## src/rtl/bcd_rtc.sv

```systemverilog
module bcd_rtc #(
  parameter int AW = 5,
  parameter logic [AW-1:0] CTRL_ADDR = AW'(8),
  parameter logic [AW-1:0] STAT_ADDR = AW'(9)
) (
  input  logic          clk,
  input  logic          rst_n,
  input  logic          tick_1hz,
  input  logic [AW-1:0] bus_addr,
  input  logic          bus_we,
  input  logic [7:0]    bus_wdata,
  output logic [7:0]    bus_rdata
);
  localparam logic [AW-1:0] NFIELD = AW'(7);

  logic [7:0] sec_r, min_r, hr_r, day_r, mon_r, yr_r;
  logic [2:0] wd_r;
  logic       run_r, mode12_r, cap_r, view_r;
  logic [55:0] snap_r, live, rsel;

  function automatic logic [7:0] inc_bcd(input logic [7:0] v);
    return (v[3:0] == 4'd9) ? {v[7:4] + 4'd1, 4'd0} : v + 8'd1;
  endfunction

  function automatic logic [6:0] b2n(input logic [7:0] v);
    return {3'b0, v[7:4]} * 7'd10 + {3'b0, v[3:0]};
  endfunction

  function automatic logic [7:0] n2b(input logic [6:0] n);
    logic [6:0] t, u;
    t = n / 7'd10;
    u = n % 7'd10;
    return {t[3:0], u[3:0]};
  endfunction

  function automatic logic [7:0] month_len(input logic [7:0] m, input logic [7:0] y);
    logic [6:0] yn;
    yn = b2n(y);
    case (m)
      8'h02: return (yn[1:0] == 2'b00) ? 8'h29 : 8'h28;
      8'h04, 8'h06, 8'h09, 8'h11: return 8'h30;
      default: return 8'h31;
    endcase
  endfunction

  function automatic logic [7:0] to12(input logic [7:0] h);
    logic [6:0] n;
    n = b2n(h);
    if (n == 7'd0) return 8'h12;
    if (n < 7'd12) return n2b(n);
    if (n == 7'd12) return 8'h92;
    return n2b(n - 7'd12) | 8'h80;
  endfunction

  function automatic logic [7:0] to24(input logic [7:0] d);
    logic [6:0] n;
    n = b2n({1'b0, d[6:0]});
    if (n == 7'd12) return d[7] ? 8'h12 : 8'h00;
    return d[7] ? n2b(n + 7'd12) : n2b(n);
  endfunction

  wire       step    = run_r & tick_1hz;
  wire       time_wr = bus_we & ~run_r & (bus_addr < NFIELD);
  wire       ctrl_wr = bus_we & (bus_addr == CTRL_ADDR);
  wire [2:0] idx     = bus_addr[2:0];

  wire c_sec = sec_r == 8'h59;
  wire c_min = c_sec & (min_r == 8'h59);
  wire c_hr  = c_min & (hr_r == 8'h23);
  wire c_day = c_hr & (day_r == month_len(mon_r, yr_r));
  wire c_mon = c_day & (mon_r == 8'h12);

  assign live = {5'b0, wd_r, yr_r, mon_r, day_r, hr_r, min_r, sec_r};

  always_ff @(posedge clk) begin
    if (!rst_n) begin
      sec_r <= 8'h00; min_r <= 8'h00; hr_r <= 8'h00;
      day_r <= 8'h01; mon_r <= 8'h01; yr_r <= 8'h00; wd_r <= 3'd0;
      run_r <= 1'b0; mode12_r <= 1'b0; cap_r <= 1'b0; view_r <= 1'b0;
      snap_r <= '0;
    end else begin
      if (step) begin
        sec_r <= c_sec ? 8'h00 : inc_bcd(sec_r);
        if (c_sec) min_r <= c_min ? 8'h00 : inc_bcd(min_r);
        if (c_min) hr_r <= c_hr ? 8'h00 : inc_bcd(hr_r);
        if (c_hr) begin
          day_r <= c_day ? 8'h01 : inc_bcd(day_r);
          wd_r  <= (wd_r == 3'd6) ? 3'd0 : wd_r + 3'd1;
        end
        if (c_day) mon_r <= c_mon ? 8'h01 : inc_bcd(mon_r);
        if (c_mon) yr_r <= (yr_r == 8'h99) ? 8'h00 : inc_bcd(yr_r);
      end
      if (time_wr) begin
        case (idx)
          3'd0: sec_r <= bus_wdata;
          3'd1: min_r <= bus_wdata;
          3'd2: hr_r  <= mode12_r ? to24(bus_wdata) : bus_wdata;
          3'd3: day_r <= bus_wdata;
          3'd4: mon_r <= bus_wdata;
          3'd5: yr_r  <= bus_wdata;
          3'd6: wd_r  <= bus_wdata[2:0];
          default: ;
        endcase
      end
      if (ctrl_wr) begin
        run_r    <= bus_wdata[0];
        mode12_r <= bus_wdata[3];
        cap_r    <= bus_wdata[6];
        view_r   <= bus_wdata[6];
        if (bus_wdata[6]) snap_r <= live;
      end else begin
        cap_r <= 1'b0;
      end
    end
  end

  assign rsel = view_r ? snap_r : live;

  always_comb begin
    bus_rdata = 8'h00;
    if (bus_addr < NFIELD) begin
      case (idx)
        3'd0: bus_rdata = rsel[7:0];
        3'd1: bus_rdata = rsel[15:8];
        3'd2: bus_rdata = mode12_r ? to12(rsel[23:16]) : rsel[23:16];
        3'd3: bus_rdata = rsel[31:24];
        3'd4: bus_rdata = rsel[39:32];
        3'd5: bus_rdata = rsel[47:40];
        3'd6: bus_rdata = rsel[55:48];
        default: bus_rdata = 8'h00;
      endcase
    end else if (bus_addr == CTRL_ADDR) begin
      bus_rdata = {1'b0, cap_r, 2'b00, mode12_r, 2'b00, run_r};
    end else if (bus_addr == STAT_ADDR) begin
      bus_rdata = {6'b0, run_r, 1'b0};
    end
  end


  sec_bcd_chk: assert property (@(posedge clk) disable iff (!rst_n)
    (sec_r[3:0] <= 4'd9) && (sec_r <= 8'h59));


  sec_wrap_chk: assert property (@(posedge clk) disable iff (!rst_n)
    (run_r && tick_1hz && sec_r == 8'h59) |=> (sec_r == 8'h00));


  halt_hold_chk: assert property (@(posedge clk) disable iff (!rst_n)
    (!run_r && !(bus_we && bus_addr < NFIELD)) |=> ($stable(sec_r) && $stable(day_r)));


  cap_clear_chk: assert property (@(posedge clk) disable iff (!rst_n)
    (cap_r && !ctrl_wr) |=> !cap_r);


  wd_range_chk: assert property (@(posedge clk) disable iff (!rst_n) wd_r <= 3'd6);


  mon_range_chk: assert property (@(posedge clk) disable iff (!rst_n)
    (mon_r >= 8'h01) && (mon_r <= 8'h12));
endmodule

```

## config.mk

```make
export PLATFORM = sky130hd
export DESIGN_NAME = bcd_rtc
export DESIGN_NICKNAME = d
export VERILOG_FILES = /design/src/rtl/bcd_rtc.sv
export SDC_FILE = /design/constraint.sdc
export NUM_CORES = 1
export LEC_CHECK = 0
export ABC_AREA = 0
export BUFFER_PORTS_ARGS = -buffer_cell sky130_fd_sc_hd__buf_2
export CAP_MARGIN = 20
export CORE_AREA = 2 2 171 140
export CTS_BUF_LIST = sky130_fd_sc_hd__clkbuf_2
export DETAILED_ROUTE_END_ITERATION = 12
export DIE_AREA = 0 0 173 142
export SLEW_MARGIN = 20
export SYNTH_ARGS = -nofsm -noshare
export SYNTH_HDL_FRONTEND = slang
export SYNTH_SLANG_ARGS = --single-unit
```

## constraint.sdc

```tcl
create_clock -name clk -period 7.8 [get_ports clk]
set_input_delay 1.56 -clock clk [delete_from_list [all_inputs] [get_ports clk]]
set_output_delay 1.56 -clock clk [all_outputs]
set_load 0.01 [all_outputs]
```

==> results of run 1 <==
==> power by group <==
group          total [mW]  switching (mW)  internal, mW
logic               0.301           0.190         0.111
clock network       0.284           0.229        0.0555
registers           0.555         0.00779         0.548
total                1.14           0.427         0.714
==> flip-flops by register name, summed over array words and instances (netlist names) <==
signal    cells
snap_r       51
day_r         8
hr_r          8
min_r         8
mon_r         8
sec_r         8
yr_r          8
wd_r          3
cap_r         1
mode12_r      1
run_r         1
view_r        1
==> cells in the mapped netlist, types with 5 or more instances <==
cell type    n
o31ai_1      6
or2_2        8
o21ai_0     65
nor4_1       5
and3_1      12
nor3_2       5
a211oi_1    32
buf_1        7
o311ai_0     7
and2_1       9
o21ai_1      7
mux2i_1     41
xor2_1       9
a31oi_1     17
dfxtp_1    106
a221oi_1     7
nor2b_1     12
mux2_2       5
nand3_1     39
buf_2        6
clkbuf_1    56
nand2b_1     9
or4_1        5
o211ai_1    10
o221ai_1     6
xnor2_1     25
inv_1       40
nand4_1      9
ha_1        44
a311oi_1    10
a22oi_1      8
a21oi_1    120
nor2_1     118
or3_1       10
nand2_1    198
nor3_1      41
o22ai_1     11
==> metal layers <==
metal,global-route usage [%],vias up
met1,32.61,4311
met3,2.804,39
li1,-,4429
met4,5.932,0
met2,35.52,266
met5,0,-
==> cell type report <==
cell class / instances / area [µm²] / area share, %
Multi-Input combinational cell: 1011 / 6487 / 67.80
Sequential cell: 106 / 2131 / 22.27
Tap cell: 312 / 390.4 / 4.080
Timing Repair Buffer: 44 / 270.3 / 2.825
Inverter: 44 / 168.9 / 1.765
Clock inverter: 7 / 75.07 / 0.7846
Clock buffer: 9 / 45.04 / 0.4708
==> how the worst max path moves through the flow <==
stage | endpoint | slack, ps | depth (start not counted)
after floorplan | bus_rdata[1] | 630 | 24
after global placement | bus_rdata[2] | 780 | 23
after detailed placement | bus_rdata[2] | 640 | 23
after CTS | bus_rdata[2] | 30 | 24
after global routing | bus_rdata[3] | 0.9 | 22
final | bus_rdata[3] | 360 | 22
==> what timing repair did <==
action                     4_1_cts  5_1_grt
pin swaps                        0        2
buffers inserted                 2        9
setup endpoints to repair        4        4
gates cloned                     0        0
resized for setup                4       17
==> cells by family (layout without fill, tap and decap cells) <==
| logic type | after synthesis | after routing | share of synthesized area, % |
|---|---|---|---|
| AOI/OAI and AO/OA | 360 | 360 | 25.90 |
| xor gates and xnor gates | 41 | 41 | 4.808 |
| adders and majority gates | 48 | 48 | 6.873 |
| buffers and inverters | 120 | 104 | 5.459 |
| DFF | 106 | 106 | 23.50 |
| muxes | 51 | 51 | 6.221 |
| and+or+nand+nor | 511 | 511 | 27.24 |
==> worst min-delay path, stage by stage, from the launching register on <==
cell,delay (ps)
dfxtp_1,390
nand2_1,50
a21oi_1,50
==> through the flow <==
step	instance area, µm²	instances
2_1_floorplan	9030	1237
3_3_place_gp	9288	1506
4_1_cts	9437	1524
6_report	9568	1533
5_1_grt	9568	1533
3_5_place_dp	9288	1506
==> results.cfg, run 1 <==
[outcome]
status = completed

[yosys]
synth_top_flop_cell = dfxtp_1
synthCells = 1237
synth_area_leader_cell = dfxtp_1
postSynthNetCount = 1301
ys_warn_count = 0
synth_top_area_share_pct = 23.50
syn_avg_cell_area_um2 = 7.300
synth-edff-count = 0
synthArstFlopShare_pct = 0
synth_seq_cells = 106
ys_top_cells_by_area = dfxtp_1 (24%), nand2_1 (8.2%), a21oi_1 (6.7%)
synth_area_mm2 = 0.009030
synth_cell_type_count = 101
yosysSeqAreaShare_pct = 23.50

[layout]
fillers = 2444
layout-drive-gt1-share_pct = 10.73
area_growth_pct = 5.958
diodes = 0
nNetsFinal = 1280
mostFrequentLayoutCells = nand2_1 (198), a21oi_1 (120), nor2_1 (118)
final_util_pct = 41.79
layout_commonest_cell = nand2_1

[routing]
wl_mm = 28.15
m1WireLength_mm = 13.70
postRouteAntennaNets = 0
route.detailed.drc = 0
routed-wl-met3_mm = 1.444
dr.max_layer_used = met4
num_vias = 9045
first_pass_iters = 8
routed-wl-met2_mm = 12.39
wl_per_cell_um = 18.36
avgViaCountPerCell = 5.900
first_iter_violations = 881

[setup_path]
cp-startpoint = view_r
startpoint_type = register
path_buf_inv = 3
crit_family = compound AO/OA/AOI/OAI gates
critPathCaptureType = output pin
critPathMaxFanout = 8
crit_path_max_incr_delay_ps = 490
r2r_start = sec_r[0]
crit_path_cell_trace = mux2_2 > ha_1 > ha_1 > xnor2_1 > buf_4 > inv_1 > ha_1 > nand2b_2 > and3_1 > a211o_1 > a32o_1 > nor2_1 > nand2_1 > o21a_1 > ha_1 > or2_2 > a211oi_1 > a311oi_1 > a21oi_1 > a211oi_1 > o221ai_2 > buf_2
arrival_ps = 5880
path_common_cell = ha_1
r2r_cells = 10
cp.required_ps = 6240
reg2reg_slack_ps = 3870
cp_slowest_cell = dfxtp_4
path_class = register to output pin
rr_endpoint = mon_r[7]

[floorplan]
die_area_mm2 = 0.02457
core_mm2 = 0.02290
start_util_pct = 39.44
row_count = 50
die_x_um = 173
die_h_um = 142
io_pins = 25

[sta]
min_period_ps = 7438
hold_violations = 0
relSlewSlack_pct = 24.86
worstMarginPinSlew_ps = 1127
setup_tns_ps = 0
period_share_pct = 95.36
clock_skew_ps = 60.58
maxSlewViolCount = 0
max_freq_mhz = 134.4
hold_ws_ps = 469.2
rsz0062_at_grt = false
fin_ws_ps = 361.7
finalSetupViolCount = 0

[flow_run]
cap_violations = 0

[clock_network]
clock_latency_ps = 700
hold_buffers = 0
path_clk_slew_ps = 370
clk_path_buf_depth = 2
cts_buffers = 9
tritoncts = yes
htreeDepth = 3
root_buffer = clkbuf_2
cts_sinks = 106

[grt]
grt_pass1_vias = 8020
antenna_found_initial = 0
grtUsageTotal_pct = 22.57
grt_overflow = 0
grt_pass1_wl_mm = 44.80
grt_max_degree = 97

[hold_path]
hold_class = register to register
min_to = snap_r[44]
hp-start = snap_r[44]
hold_depth = 2

[pwr]
ir_drop_mv = 0.07182
finalPower_mw = 1.141
cellLeakagePower_nw = 3.274
power-per-cell-area_mw_per_mm2 = 119.2

[placed_design]
pre_cts_ws_ps = 639.5
io_buffer_count = 24
dp_hpwl_mm = 19.85
gp_routability_congestion = 0.8829
Note: power is estimated with default switching activity, not from simulation.
==> run 2: changes to the inputs <==
- BUFFER_PORTS_ARGS: -buffer_cell sky130_fd_sc_hd__buf_2 -> -buffer_cell sky130_fd_sc_hd__buf_4
==> run 2 against run 1 <==
Register-to-register slack improved by 140 ps. Maximum frequency fell by 0.17%. First-iteration DRC count grew 1.0%. Critical endpoint is now bus_rdata[1]. Cell area up 0.30%. Routed wire length is 0.71% lower. Die area unchanged. Clock skew decreased by 30 ps. Sequential share of layout area fell by 0.093 points.
==> results.cfg, run 2 (same netlist as run 1, synthesis figures left out) <==
[sta]
fin_ws_ps = 349.1
relSlewSlack_pct = 28.97
clock_skew_ps = 30.70
setup_tns_ps = 0
min_period_ps = 7451
maxSlewViolCount = 0
worstMarginPinSlew_ps = 1065
hold_violations = 0
hold_ws_ps = 469.5
period_share_pct = 95.52
finalSetupViolCount = 0
max_freq_mhz = 134.2

[hold_path]
hold_depth = 2
hold_class = register to register

[layout]
diodes = 0
layout-drive-gt1-share_pct = 10.29
final_cells = 1527
layout_commonest_cell = nand2_1
stdcell_area_mm2 = 0.009597
mostFrequentLayoutCells = nand2_1 (198), a21oi_1 (120), nor2_1 (118)
area_growth_pct = 6.277
nNetsFinal = 1274
largest_reg_flops = 51
fillers = 2420
regMostFlops = snap_r
final_util_pct = 41.91

[clock_network]
hold_buffers = 0
root_buffer = clkbuf_2
path_clk_slew_ps = 350
htreeDepth = 3
tritoncts = yes
cts_sinks = 106
cts_buffers = 9
clk_path_buf_depth = 2
clock_latency_ps = 670

[pwr]
ir_drop_mv = 0.06822
cellLeakagePower_nw = 3.262
finalPower_mw = 1.138
power-per-cell-area_mw_per_mm2 = 118.6

[floorplan]
die_area_mm2 = 0.02457
die_x_um = 173
start_util_pct = 39.44
die_h_um = 142
core_mm2 = 0.02290
row_count = 50
io_pins = 25

[setup_path]
arrival_ps = 5890
startpoint_type = register
critPathMaxFanout = 11
cp.required_ps = 6240
critPathCaptureType = output pin
path_class = register to output pin
r2r_cells = 10

[grt]
grt_pass1_wl_mm = 44.30
grtUsageTotal_pct = 22.41
grt_pass1_vias = 7860
grt_overflow = 0
antenna_found_initial = 0
grt_max_degree = 97

[routing]
route.detailed.drc = 0
first_iter_violations = 890
num_vias = 8974
wl_mm = 27.95
postRouteAntennaNets = 0
first_pass_iters = 5
avgViaCountPerCell = 5.877
wl_per_cell_um = 18.30

[outcome]
status = completed

[placed_design]
dp.cells = 1506
dpl-instance-area_mm2 = 0.009348
pre_cts_ws_ps = 749.5
io_buffer_count = 24
dp_hpwl_mm = 20.00
gp_routability_congestion = 0.9016

[flow_run]
cap_violations = 0
run 2: cell count changes in the layout (fill, tap and decap cells not counted), sizes merged:
cell	delta
clkinv	+1
buf	-5
clkbuf	-1
clkinvlp	-1
run 2: path summary, 6_finish.rpt:
| path | slack (ps) | endpoint | start |
|---|---|---|---|
| setup reg to reg | 4010 | mon_r[7] | sec_r[0] |
| setup / recovery | 350 | bus_rdata[1] | view_r |
| hold reg to reg | 470 | snap_r[40] | snap_r[40] |
| hold / removal | 470 | snap_r[40] | snap_r[40] |
run 2: critical path, cell delays in order, from the launching register on:
cell and delay [ps]:
dfxtp_4 490, buf_4 160, mux2i_4 320, inv_1 90, ha_1 290, ha_1 210, fa_2 640, nand2_1 120
nor3_2 290, xor2_2 300, nor2_1 100, o21ai_1 230, nand2_1 120, a21oi_1 150, o21a_1 170, ha_2 250
nand2_1 70, a22oi_1 240, o21ai_1 150, a311oi_2 290, and3b_1 220, a211oi_1 180, buf_4 160
run 2: report_power, final:
group | internal, mW | switching [mW]
Sequential | 0.548 | 0.00780
Clock | 0.0542 | 0.224
Combinational | 0.114 | 0.190
run 2: final cells by class:
class / count / area, µm² / area share (%)
flip-flops and latches: 106 / 2128 / 22.18
well taps: 312 / 390.4 / 4.068
inverters: 44 / 168.9 / 1.760
multi-input cells: 1011 / 6491 / 67.64
repair buffers: 38 / 305.3 / 3.181
clock buffers: 9 / 45.04 / 0.4694
clock inverters: 7 / 67.56 / 0.7040
run 2: routing by layer:
metal | track usage (%) | share of wire, % | up-vias | routed length [µm]
li1 | - | - | 4417 | -
met1 | 32.17 | 48 | 4259 | 13330
met2 | 35.18 | 45 | 268 | 12500
met3 | 3.659 | 5.8 | 30 | 1614
met4 | 5.174 | 1.8 | 0 | 495
met5 | 0 | 0 | - | 0
run 2: what timing repair did:
action,in CTS,in global routing
gates resized for setup,2,18
pin swaps,0,3
buffers inserted,0,4
endpoints found under the setup margin,3,4
